[config.mk]
export PLATFORM = sky130hd
export DESIGN_NAME = trig_align
export DESIGN_NICKNAME = d
export VERILOG_FILES = /design/src/rtl/trig_align_pkg.sv /design/src/rtl/trig_delay_line.sv /design/src/rtl/ext_trig_cond.sv /design/src/rtl/trig_align.sv
export SDC_FILE = /design/constraint.sdc
export NUM_CORES = 1
export LEC_CHECK = 0
export ABC_AREA = 1
export BUFFER_PORTS_ARGS = -buffer_cell sky130_fd_sc_hd__buf_2
export CORE_UTILIZATION = 50
export DETAILED_ROUTE_END_ITERATION = 10
export PLACE_DENSITY_LB_ADDON = 0.15
export SYNTH_ARGS = -nofsm -noshare
export SYNTH_HDL_FRONTEND = slang
export SYNTH_SLANG_ARGS = --single-unit
[constraint.sdc]
create_clock -name clk_i -period 1.66 [get_ports clk_i]
set_clock_uncertainty 0.05 [all_clocks]
set_input_delay 0.083 -clock clk_i [delete_from_list [all_inputs] [get_ports clk_i]]
set_output_delay 0.083 -clock clk_i [all_outputs]
set_load 0.03 [all_outputs]
[src/rtl/trig_align_pkg.sv]
package trig_align_pkg;
  localparam int unsigned DEF_SMP_DLY  = 3;
  localparam int unsigned DEF_EXT_COMP = 7;
  localparam int unsigned DEF_TOD_COMP = 9;
  localparam int unsigned DEF_SW_COMP  = 9;

  typedef enum logic {
    POL_RISE = 1'b0,
    POL_FALL = 1'b1
  } pol_e;
endpackage

[src/rtl/trig_delay_line.sv]
module trig_delay_line #(
  parameter int unsigned W   = 1,
  parameter int unsigned LEN = 3
) (
  input  logic         clk_i,
  input  logic         rst_ni,
  input  logic [W-1:0] d_i,
  output logic [W-1:0] q_o
);
  logic [W-1:0] stage_q [LEN];

  for (genvar i = 0; i < LEN; i++) begin : g_stage
    if (i == 0) begin : g_head
      always_ff @(posedge clk_i or negedge rst_ni) begin
        if (!rst_ni) stage_q[i] <= '0;
        else         stage_q[i] <= d_i;
      end
    end else begin : g_body
      always_ff @(posedge clk_i or negedge rst_ni) begin
        if (!rst_ni) stage_q[i] <= '0;
        else         stage_q[i] <= stage_q[i-1];
      end
    end
  end

  assign q_o = stage_q[LEN-1];
endmodule

[src/rtl/ext_trig_cond.sv]
module ext_trig_cond
  import trig_align_pkg::*;
#(
  parameter int unsigned CNT_W = 32
) (
  input  logic             clk_i,
  input  logic             rst_ni,
  input  logic             lvl_i,
  input  logic             pol_i,
  input  logic             en_i,
  input  logic [CNT_W-1:0] hold_i,
  output logic             busy_o,
  output logic             fire_o
);
  logic             lvl_q;
  logic             busy_q;
  logic [CNT_W-1:0] cnt_q;
  logic             edge_hit;
  logic             arm;
  logic             last_tick;

  always_comb begin
    if (pol_e'(pol_i) == POL_FALL) edge_hit = lvl_q & ~lvl_i;
    else                           edge_hit = lvl_i & ~lvl_q;
  end

  // edges during a running hold-off are dropped
  assign arm       = edge_hit & en_i & ~busy_q;
  assign last_tick = busy_q && (cnt_q == CNT_W'(1));
  assign fire_o    = last_tick | (arm && (hold_i == '0));
  assign busy_o    = busy_q;

  always_ff @(posedge clk_i or negedge rst_ni) begin
    if (!rst_ni) begin
      lvl_q  <= 1'b0;
      busy_q <= 1'b0;
      cnt_q  <= '0;
    end else begin
      lvl_q <= lvl_i;
      if (arm && (hold_i != '0)) begin
        busy_q <= 1'b1;
        cnt_q  <= hold_i;
      end else if (busy_q) begin
        if (last_tick) busy_q <= 1'b0;
        cnt_q <= cnt_q - CNT_W'(1);
      end
    end
  end
endmodule

[src/rtl/trig_align.sv]
module trig_align
  import trig_align_pkg::*;
#(
  parameter int unsigned N_CH     = 4,
  parameter int unsigned SMP_W    = 16,
  parameter int unsigned CNT_W    = 32,
  parameter int unsigned SMP_DLY  = DEF_SMP_DLY,
  parameter int unsigned EXT_COMP = DEF_EXT_COMP,
  parameter int unsigned TOD_COMP = DEF_TOD_COMP,
  parameter int unsigned SW_COMP  = DEF_SW_COMP
) (
  input  logic             clk_i,
  input  logic             rst_ni,
  input  logic [SMP_W-1:0] smp_i,
  output logic [SMP_W-1:0] smp_o,
  input  logic [N_CH-1:0]  ch_trig_i,
  input  logic [N_CH-1:0]  ch_en_i,
  input  logic             ext_lvl_i,
  input  logic             ext_pol_i,
  input  logic             ext_en_i,
  input  logic [CNT_W-1:0] ext_hold_i,
  output logic             ext_busy_o,
  input  logic             sw_trig_i,
  input  logic             sw_en_i,
  input  logic             tod_trig_i,
  input  logic             tod_en_i,
  input  logic             tod_alt_trig_i,
  input  logic             tod_alt_en_i,
  output logic             trig_o
);
  // every trigger path also absorbs the sample delay
  localparam int unsigned EXT_LEN = EXT_COMP + SMP_DLY;
  localparam int unsigned TOD_LEN = TOD_COMP + SMP_DLY;
  localparam int unsigned SW_LEN  = SW_COMP + SMP_DLY;

  logic [N_CH-1:0] ch_al;
  logic            ext_fire;
  logic            ext_al;
  logic            sw_al;
  logic            tod_al;
  logic            alt_al;

  trig_delay_line #(.W(SMP_W), .LEN(SMP_DLY)) u_smp_dl (
    .clk_i(clk_i), .rst_ni(rst_ni), .d_i(smp_i), .q_o(smp_o)
  );

  for (genvar g = 0; g < N_CH; g++) begin : g_ch
    trig_delay_line #(.W(1), .LEN(SMP_DLY)) u_ch_dl (
      .clk_i(clk_i), .rst_ni(rst_ni),
      .d_i(ch_trig_i[g] & ch_en_i[g]), .q_o(ch_al[g])
    );
  end

  ext_trig_cond #(.CNT_W(CNT_W)) u_ext (
    .clk_i(clk_i), .rst_ni(rst_ni),
    .lvl_i(ext_lvl_i), .pol_i(ext_pol_i), .en_i(ext_en_i),
    .hold_i(ext_hold_i), .busy_o(ext_busy_o), .fire_o(ext_fire)
  );

  trig_delay_line #(.W(1), .LEN(EXT_LEN)) u_ext_dl (
    .clk_i(clk_i), .rst_ni(rst_ni), .d_i(ext_fire), .q_o(ext_al)
  );

  trig_delay_line #(.W(1), .LEN(SW_LEN)) u_sw_dl (
    .clk_i(clk_i), .rst_ni(rst_ni), .d_i(sw_trig_i & sw_en_i), .q_o(sw_al)
  );

  trig_delay_line #(.W(1), .LEN(TOD_LEN)) u_tod_dl (
    .clk_i(clk_i), .rst_ni(rst_ni), .d_i(tod_trig_i & tod_en_i), .q_o(tod_al)
  );

  trig_delay_line #(.W(1), .LEN(TOD_LEN)) u_alt_dl (
    .clk_i(clk_i), .rst_ni(rst_ni), .d_i(tod_alt_trig_i & tod_alt_en_i), .q_o(alt_al)
  );

  assign trig_o = (|ch_al) | ext_al | sw_al | tod_al | alt_al;
endmodule

After elaboration in Yosys (flattened, before gate mapping)
Cells that the tools add are included.
{"block": "totals", "ff_bits": 140, "latchBits": 0, "mem_bits_rw": 0, "rom_bits": 0, "elab_cells": 98, "n_memories": 0}
{"block": "op_classes", "add_sub_neg": 1, "mul": 0, "n_div": 0, "n_lt_le_gt_ge": 0, "n_eq_ne": 1, "shift": 0, "mux": 6, "bitwise": 19, "reduce_logical": 7}
{"operator": "$mux W32", "n": 2}
{"operator": "$eq A32 B1 Y1 const B", "n": 1}
{"operator": "$logic_not A32 Y1", "n": 1}
{"operator": "$reduce_bool A32 Y1", "n": 1}
{"operator": "$sub A32 B1 Y32 const B", "n": 1}
{"operator": "$and A1 B1 Y1", "n": 11}
{"operator": "$or A1 B1 Y1", "n": 5}
{"operator": "$mux W1", "n": 4}
{"operator": "$reduce_or A4 Y1", "n": 1}
{"operator": "$logic_and A1 B1 Y1", "n": 3}
{"operator": "$not A1 Y1", "n": 3}
{"operator": "$reduce_bool A2 Y1", "n": 1}

Depth between registers and ports, before layout
Gate-level depths: netlist of run 1.
{"block": "depth", "word_depth": 7, "mapped_depth": 11, "depth_no_buf": 11}

Hierarchy
A second synthesis of run 1 with hierarchy kept.
{"block": "hier_totals", "cells_unflattened": 609, "area_unflattened_um2": 5617.9}
{"module": "ext_trig_cond", "instances": 1, "cells_per_inst": 458, "area_per_inst_um2": 2736.4}
{"module": "trig_delay_line (u_smp_dl)", "instances": 1, "cells_per_inst": 64, "area_per_inst_um2": 1321.3}
{"module": "trig_delay_line (u_alt_dl ...)", "instances": 3, "cells_per_inst": 12, "area_per_inst_um2": 300.3}
{"module": "trig_delay_line (g_ch[0].u_ch_dl ...)", "instances": 4, "cells_per_inst": 3, "area_per_inst_um2": 75.1}
{"module": "trig_delay_line (u_ext_dl)", "instances": 1, "cells_per_inst": 10, "area_per_inst_um2": 250.2}
{"module": "trig_align", "instances": 1, "cells_per_inst": 29, "area_per_inst_um2": 108.9}

Least setup slack after synthesis of run 1
No wires, ideal clock.
{"block": "synth_path", "kind": "reg-to-reg", "from": "register u_ext.busy_q, in the netlist u_ext.busy_o", "to": "register u_ext.cnt_q[22]", "t_arrival_ns": 1.368, "t_required_ns": 1.485, "path_slack_ns": 0.117, "stages_incl_launch_ff": 9, "cell_sequence": "dfrtp_1 > inv_2 > nand3_1 > a21oi_2 > nand2_2 > buf_6 > buf_8 > nand3_2 > nand3_1"}
{"block": "synth_via", "elab_chain_cells": 4, "elab_cells_between_ends": 5}
{"element": "start: declaration", "line": "ext_trig_cond.sv:16", "text": "logic busy_q;"}
{"element": "start signal: assignment", "line": "ext_trig_cond.sv:36", "text": "busy_q <= 1'b0;"}
{"element": "start signal: assignment", "line": "ext_trig_cond.sv:41", "text": "busy_q <= 1'b1;"}
{"element": "start signal: assignment", "line": "ext_trig_cond.sv:44", "text": "if (last_tick) busy_q <= 1'b0;"}
{"element": "$not A1 Y1", "line": "ext_trig_cond.sv:28", "text": "assign arm = edge_hit & en_i & ~busy_q;"}
{"element": "$and A1 B1 Y1", "line": "ext_trig_cond.sv:28"}
{"element": "$logic_and A1 B1 Y1", "line": "ext_trig_cond.sv:40", "text": "if (arm && (hold_i != '0)) begin"}
{"element": "$mux W32 or $reduce_bool A2 Y1 (tied branches)"}
{"element": "end signal: assignment", "line": "ext_trig_cond.sv:42", "text": "cnt_q <= hold_i;"}
{"element": "end signal: assignment", "line": "ext_trig_cond.sv:45", "text": "cnt_q <= cnt_q - CNT_W'(1);"}
{"element": "end: declaration", "line": "ext_trig_cond.sv:17", "text": "logic [CNT_W-1:0] cnt_q;"}
Several ways; a longest one is shown, not always the timed one.
A chain may end at the register's enable or synchronous reset.

Final worst setup path of run 1
{"block": "layout_path", "from": "register u_ext.cnt_q[4]", "to": "register u_ext.cnt_q[16]"}
{"block": "layout_via", "elab_chain_cells": 3}
{"element": "$sub A32 B1 Y32", "line": "ext_trig_cond.sv:45"}
{"element": "$mux W32", "line": "ext_trig_cond.sv:43", "text": "end else if (busy_q) begin"}
{"element": "$mux W32", "line": "ext_trig_cond.sv:40"}
No other way between the ends. The select of a mux whose other input is x is not followed.

==> summary.md, run 1 <==
| Metric | Value |
|---|---|
| Outcome | `finished, final reports clean` |
| Critical Path Start | `u_ext.cnt_q[4]$_DFFE_PN0P_` |
| Worst skew pair latency | `0.51 ns` |
| Clk buf depth | `2` |
| I/O Buffers | `84` |
| Transition time at the pin with the least slew margin | `0.445 ns` |
| # rows | `38` |
| Syn nets | `629` |
| Share of cells above drive strength 1 | `27.5%` |
| Final non-filler cell total | `879` |
| Post-synth EDFFs | `0` |
| Wirelength per Cell | `14.6 um` |
| Dpl cells | `779` |
| Most frequent cell after synthesis | `dfrtp_1` |
| Worst Setup End Kind | `register` |
| Clock sinks | `140` |
| H-tree depth | `4` |
| Number of remaining DRC errors | `0` |
| Final setup fails | `0` |
| Power per cell area | `1010 nW/um2` |
| Yosys warns | `0` |
| Initial antenna violation count | `0` |
| Library cells used by synthesis | `29` |
| NumNets Final | `795` |
| Seq pwr share | `46.6%` |
| I/O pins | `85` |
| Vias in the first global route | `4,447` |
| Sw frac | `22.3%` |
| Max-slew violations | `0` |
| Setup ws final | `0.0803 ns` |
| Asr flop ratio synth | `100%` |
| Crit path arrival time | `1.92 ns` |
| Commonest cells post-synth | `dfrtp_1 (140), nand2_1 (107), nand3_1 (78), nor2_1 (74), inv_1 (50)` |
| Fin. Hold Viols | `0` |
| Post-Syn Area per Cell | `9.93 um2` |
| GPL Wtd Cong | `0.890` |
| Combinational share of power | `5.1%` |
| VDD IR-drop max | `0.000594 V` |
| DRT Pass-1 Iters | `5` |
| Hold/Removal Path Class | `in2async` |
| Yosys reg bits | `140` |
| First-pass GRT wire length | `20,700 um` |
| Ant diodes | `0` |
| Total wire length | `12,800 um` |
| Vias per inst | `4.99` |
| Register area share after synthesis | `63.0%` |
| Pin count of the biggest net entering global routing | `49` |
| Core area | `10,800 um2` |
| CTS buffer count | `17` |
| DR vias | `4,389` |
| Initial Utilization | `51.3%` |
| Top_reg_cell synth | `dfrtp_1` |
| Unrepaired setup endpoints after global routing | `true` |
| R2R setup slack | `0.08 ns` |
| Max Clock Freq | `633 MHz` |
| DRT iter0 DRCs | `265` |
| Die Height | `107 um` |
| Final period util | `95.2%` |
| CTS Root Cell | `clkbuf_8` |
| Switch Pwr | `0.00170 W` |
| Grt ovf | `0` |
| Slew headroom | `70.4%` |
| CTS tree | `built` |
| Routed Antenna Nets | `0` |
| Layout area overhead | `36.2%` |
| Worst setup path class | `reg2reg` |
| Pre-CTS setup slack | `-0.0419 ns` |
| Mapped cell area | `5560 um2` |
| Synth area leader | `dfrtp_1` |
| Critical Path RT | `2.00 ns` |
| LEAKAGE | `3.55 nW` |
| MaxCap Viol Count | `0` |
| Syn Inst Count | `560` |
| Main area contributors after synthesis | `dfrtp_1 (63%), nand2_1 (7.2%), nand3_1 (7.0%), nor2_1 (5.0%), inv_1 (3.4%)` |
| WHS | `0.0121 ns` |
| Clock share of power | `48.4%` |
| Full die area | `11,500 um2` |
| Clock transition at path regs | `0.06 ns` |
| Post-layout util | `69.8%` |
| HPWL after DPL | `8180 um` |
| Die X | `107 um` |
| Final min period | `1.58 ns` |
| Total GRT Usage | `24.0%` |
| Startpoint types | `register` |
| Int Pwr | `0.00595 W` |
| Reg2reg start | `u_ext.cnt_q[4]$_DFFE_PN0P_` |
| CP max FO | `5` |
| Synth top area share | `63.0%` |
power by group through the flow:
stage | combinational, W | sequential [W] | clock, W
2_1_floorplan | 0.000104 | 0.00361 | 0
3_3_place_gp | 0.000263 | 0.00362 | 0
3_5_place_dp | 0.000271 | 0.00363 | 0
4_1_cts | 0.000389 | 0.00357 | 0.00377
5_1_grt | 0.000430 | 0.00357 | 0.00391
6_report | 0.000388 | 0.00356 | 0.00370
sequential cells by signal, summed over array words and instances, names as in the netlist, 4 cells and up:
name / flops
g_ch.u_ch_dl.q_o: 4
u_alt_dl.stage_q: 11
u_ext.cnt_q: 32
u_smp_dl.stage_q: 32
u_smp_dl.q_o: 16
u_tod_dl.stage_q: 11
g_ch.u_ch_dl.stage_q: 8
u_ext_dl.stage_q: 9
u_sw_dl.stage_q: 11
layout make-up:
cell class                      instances  area, um2
Sequential cell                       140       3500
Fill cell                             833       3270
Multi-Input combinational cell        335       1750
Timing Repair Buffer                  178       1350
Clock buffer                           19        432
Inverter                               54        203
Tap cell                              140        175
Clock inverter                         13        159
metrics by stage:
step	total power [W]	TNS [ns]	cell area, um2
3_3_place_gp	0.00388	0	6180
2_1_floorplan	0.00372	0	5560
5_1_grt	0.00792	-0.0387	7570
6_report	0.00765	0	7570
3_5_place_dp	0.00390	-0.0419	6180
4_1_cts	0.00772	0	7430
path summary, 6_finish.rpt:
check                                                        to  cells past startpoint
hold reg to reg            g_ch[1].u_ch_dl.stage_q[1]$_DFF_PN0_                      0
max in group asynchronous           u_ext.cnt_q[20]$_DFFE_PN0P_                      3
setup / recovery                    u_ext.cnt_q[16]$_DFFE_PN0P_                      8
min in group clk_i                   u_ext.cnt_q[9]$_DFFE_PN0P_                      5
hold / removal                       u_smp_dl.q_o[11]$_DFF_PN0_                      2
setup reg to reg                    u_ext.cnt_q[16]$_DFFE_PN0P_                      8
layout by cell type, fill, tap and decap left out, types with 4 or more instances in the layout:
master | Yosys | final
buf_4 | 18 | 22
dfrtp_1 | 140 | 140
inv_2 | 4 | 6
inv_1 | 50 | 48
dlygate4sd3_1 | 0 | 64
nor2_4 | 0 | 4
nor2_2 | 4 | 18
nand3_2 | 16 | 17
xor2_1 | 6 | 6
xnor2_1 | 5 | 5
nand3_1 | 78 | 77
buf_2 | 4 | 83
o21ai_0 | 6 | 5
nand2_1 | 107 | 102
nor2_1 | 74 | 56
o21bai_1 | 6 | 6
nand2_2 | 2 | 6
nand4_1 | 8 | 8
clkbuf_16 | 0 | 16
buf_6 | 2 | 6
clkinvlp_4 | 0 | 4
o21ai_1 | 9 | 10
cell families (layout without fill, tap and decap cells):
| group | count (synthesis) | count (layout) | synth area share [%] |
|---|---|---|---|
| AND/OR/NAND/NOR | 297 | 297 | 24.6 |
| flip-flops | 140 | 140 | 63.0 |
| buffers and inverters | 85 | 264 | 7.52 |
| AO/OA/AOI/OAI | 25 | 25 | 2.70 |
| XOR/XNOR | 11 | 11 | 1.73 |
| adder cells (fa/ha/maj) | 2 | 2 | 0.450 |
layer usage:
metal / track usage [%] / vias up / part of all wire (%)
met3: 5.51 / 24 / 4.5
met1: 29.3 / 2117 / 43
met5: 0 / - / 0
li1: - / 2105 / -
met4: 11.0 / 0 / 2.4
met2: 40.5 / 143 / 50
timing repair:
action | in CTS | in global routing
hold endpoints to repair | 196 | 0
resized for setup | 5 | 37
cloned | 0 | 1
buffers inserted | 0 | 3
pin swaps | 0 | 5
setup endpoints to repair | 6 | 25
hold buffers | 64 | 0
critical path: stages (launching register included):
cell     delay, ns
dfrtp_1       0.43
nor2_2        0.17
nand2_1       0.12
nor2_4        0.20
buf_6         0.14
nand2_1       0.07
xnor2_1       0.14
nand2_1       0.06
nand3_1       0.07
No activity file was read; power rests on OpenSTA's default activity.
==> inputs of run 2 (changes only) <==
Settings changed: CELL_PAD_IN_SITES_DETAIL_PLACEMENT set to 0, CELL_PAD_IN_SITES_GLOBAL_PLACEMENT set to 2, CORE_UTILIZATION 50 to 35, CTS_BUF_LIST set to sky130_fd_sc_hd__clkbuf_8 sky130_fd_sc_hd__clkbuf_16.
==> summary.md, run 2 (synthesis gave the netlist of run 1 again) <==
| Metric | Value |
|---|---|
| Outcome | `finished, final reports clean` |
| Combinational share of power | `5.1% (about the same)` |
| Switch Pwr | `0.00179 W (+5.2%)` |
| Reg2reg start | `u_ext.cnt_q[16]$_DFFE_PN0P_` |
| Clock share of power | `48.3% (about the same)` |
| LEAKAGE | `3.63 nW (+2.2%)` |
| Clock transition at path regs | `0.06 ns (about the same)` |
| Max Clock Freq | `625 MHz (-1.2%)` |
| Routed Antenna Nets | `0 (unchanged)` |
| Commonest non-fill, non-tap cells in the layout | `dfrtp_1 (140), nand2_1 (102), buf_2 (76)` |
| Worst path max stage delay | `0.53 ns (+0.10 ns)` |
| Worst hold start | `ext_hold_i[25]` |
| GPL Wtd Cong | `0.838 (-5.8%)` |
| Seq pwr share | `46.6% (about the same)` |
| Max-slew violations | `0 (unchanged)` |
| R2R setup slack | `0.08 ns (about the same)` |
| Die X | `128 um (+19%)` |
| Power per cell area | `981 nW/um2 (-2.9%)` |
| Hold/Removal Path Class | `in2reg` |
| DR vias | `4,255 (-3.1%)` |
| VDD IR-drop max | `0.000732 V (+23%)` |
| Startpoint types | `input port` |
| MaxCap Viol Count | `0 (unchanged)` |
| Crit path arrival time | `1.91 ns (about the same)` |
| # rows | `45 (+18%)` |
| First-pass GRT wire length | `22,100 um (+7.0%)` |
| Worst hold stages | `4` |
| Number of remaining DRC errors | `0 (unchanged)` |
| Most common cell after layout, fill and taps aside | `dfrtp_1` |
| Int Pwr | `0.00584 W (-1.8%)` |
| Grt ovf | `0 (unchanged)` |
| Transition time at the pin with the least slew margin | `0.579 ns (+0.134 ns)` |
| Hold EP | `u_ext.cnt_q[25]$_DFFE_PN0P_` |
| Critical R2R Capture | `u_ext.cnt_q[25]$_DFFE_PN0P_` |
| Worst setup path class | `in2reg` |
| HPWL after DPL | `9050 um (+11%)` |
| Sw frac | `23.5% (+1.2 points)` |
| Pre-CTS setup slack | `-0.0487 ns (-0.00677 ns)` |
| Unrepaired setup endpoints after global routing | `true` |
| Fin. Hold Viols | `0 (unchanged)` |
| CTS tree | `built` |
| Initial antenna violation count | `0 (unchanged)` |
| Clock sinks | `140 (unchanged)` |
| Cells along the critical path | `dlygate4sd3_1 -> buf_2 -> nor2_2 -> and2_1 -> nand2_2 -> nor2_2 -> nand2_2 -> nand2_4 -> buf_12 -> clkbuf_16 -> nand3_2 -> nand3_2` |
| CTS buffer count | `17 (unchanged)` |
| I/O Buffers | `84 (unchanged)` |
| CP max FO | `8 (+3)` |
| I/O pins | `85 (unchanged)` |
| Slew headroom | `61.4% (-9.0 points)` |
| Layout area overhead | `39.9%` |
| Final min period | `1.60 ns (+0.0196 ns)` |
| Final setup fails | `0 (unchanged)` |
| Pin count of the biggest net entering global routing | `55 (+12%)` |
| Worst skew pair latency | `0.42 ns (-0.09 ns)` |
| Die Height | `128 um (+19%)` |
| Wirelength per Cell | `14.1 um (-3.5%)` |
| Worst Setup End Kind | `register` |
| DRT Pass-1 Iters | `4 (-1)` |
| Full die area | `16,400 um2 (+42%)` |
| Vias per inst | `4.48 (-10%)` |
| Critical-path top delay cell | `dlygate4sd3_1` |
| Total GRT Usage | `18.1% (-5.9 points)` |
| Clk buf depth | `2 (unchanged)` |
| Setup ws final | `0.0607 ns (-0.0196 ns)` |
| DRT iter0 DRCs | `152 (-43%)` |
| H-tree depth | `4 (unchanged)` |
| Post-layout util | `50.6% (-19 points)` |
| Total wire length | `13,400 um (+4.3%)` |
| Ant diodes | `0 (unchanged)` |
| Share of cells above drive strength 1 | `28.0% (+0.54 points)` |
| Final period util | `96.3% (+1.2 points)` |
| Core area | `15,400 um2 (+42%)` |
| Critical Path RT | `1.97 ns (-0.03 ns)` |
| NumNets Final | `795 (unchanged)` |
| Worst Reg-to-Reg Cells | `8 (unchanged)` |
| Vias in the first global route | `4,332 (-2.6%)` |
| Initial Utilization | `36.2% (-15 points)` |
| CTS Root Cell | `clkbuf_16` |
[run 2: changes by cell type in the layout (fill, tap and decap cells not counted), moves of 3 or more]
cell / delta
nor2_4: +3
buf_4: +3
buf_2: -7
clkbuf_16: +3
buf_12: +4
[run 2: final cells by class]
cell class                 instances  area (um2)
fill                            1446        7590
sequential                       140        3500
multi-input combinational        335        1780
timing repair buffer             178        1450
clock buffer                      17         425
tap                              211         264
inverter                          54         205
clock inverter                    15         153
[run 2: critical path: cells and delay by family]
kind / cells / cell delay (ns)
buf+inv: 4 / 0.93
simple gates: 8 / 0.86
[run 2: routing by layer]
layer | share of wire, % | GRT usage [%] | vias up
met5 | 0 | 0 | -
met4 | 1.6 | 7.06 | 0
met3 | 4.3 | 3.88 | 18
met2 | 46 | 27.9 | 98
met1 | 48 | 25.0 | 2035
li1 | - | - | 2104
[run 2: per-stage QoR]
stage | setup TNS, ns | hold slack, ns | instance area (um2) | cells | total power, W
after floorplan | 0 | -0.263 | 5560 | 560 | 0.00372
after global placement | 0 | 0.0502 | 6330 | 855 | 0.00389
after detailed placement | -0.182 | 0.0538 | 6330 | 855 | 0.00390
after CTS | 0 | 0.128 | 7560 | 951 | 0.00774
after global routing | -0.247 | 0.111 | 7780 | 950 | 0.00793
final | 0 | 0.0869 | 7780 | 950 | 0.00763
[run 2: how the worst max path moves through the flow]
stage                                           from                          end  slack (ns)
after floorplan               u_ext.busy_o$_DFF_PN0_  u_ext.cnt_q[22]$_DFFE_PN0P_        0.12
after global placement    u_ext.cnt_q[0]$_DFFE_PN0P_  u_ext.cnt_q[28]$_DFFE_PN0P_        0.02
after detailed placement  u_ext.cnt_q[1]$_DFFE_PN0P_  u_ext.cnt_q[18]$_DFFE_PN0P_       -0.05
after CTS                 u_ext.cnt_q[4]$_DFFE_PN0P_  u_ext.cnt_q[29]$_DFFE_PN0P_       0.007
after global routing      u_ext.cnt_q[3]$_DFFE_PN0P_  u_ext.cnt_q[27]$_DFFE_PN0P_       -0.04
final                                 ext_hold_i[23]  u_ext.cnt_q[28]$_DFFE_PN0P_        0.06
[run 2: what timing repair did]
action,in CTS,in global routing
gates cloned,0,2
pin swaps,1,9
hold buffers,64,0
gates resized for setup,3,48
buffers inserted,0,4
endpoints found under the setup margin,8,31
hold endpoints to repair,124,0
[run 2: power by group through the flow]
stage / clock network [W] / logic, W / registers [W]
2_1_floorplan: 0 / 0.000104 / 0.00361
3_3_place_gp: 0 / 0.000276 / 0.00362
3_5_place_dp: 0 / 0.000280 / 0.00362
4_1_cts: 0.00378 / 0.000398 / 0.00356
5_1_grt: 0.00393 / 0.000432 / 0.00357
6_report: 0.00368 / 0.000390 / 0.00356
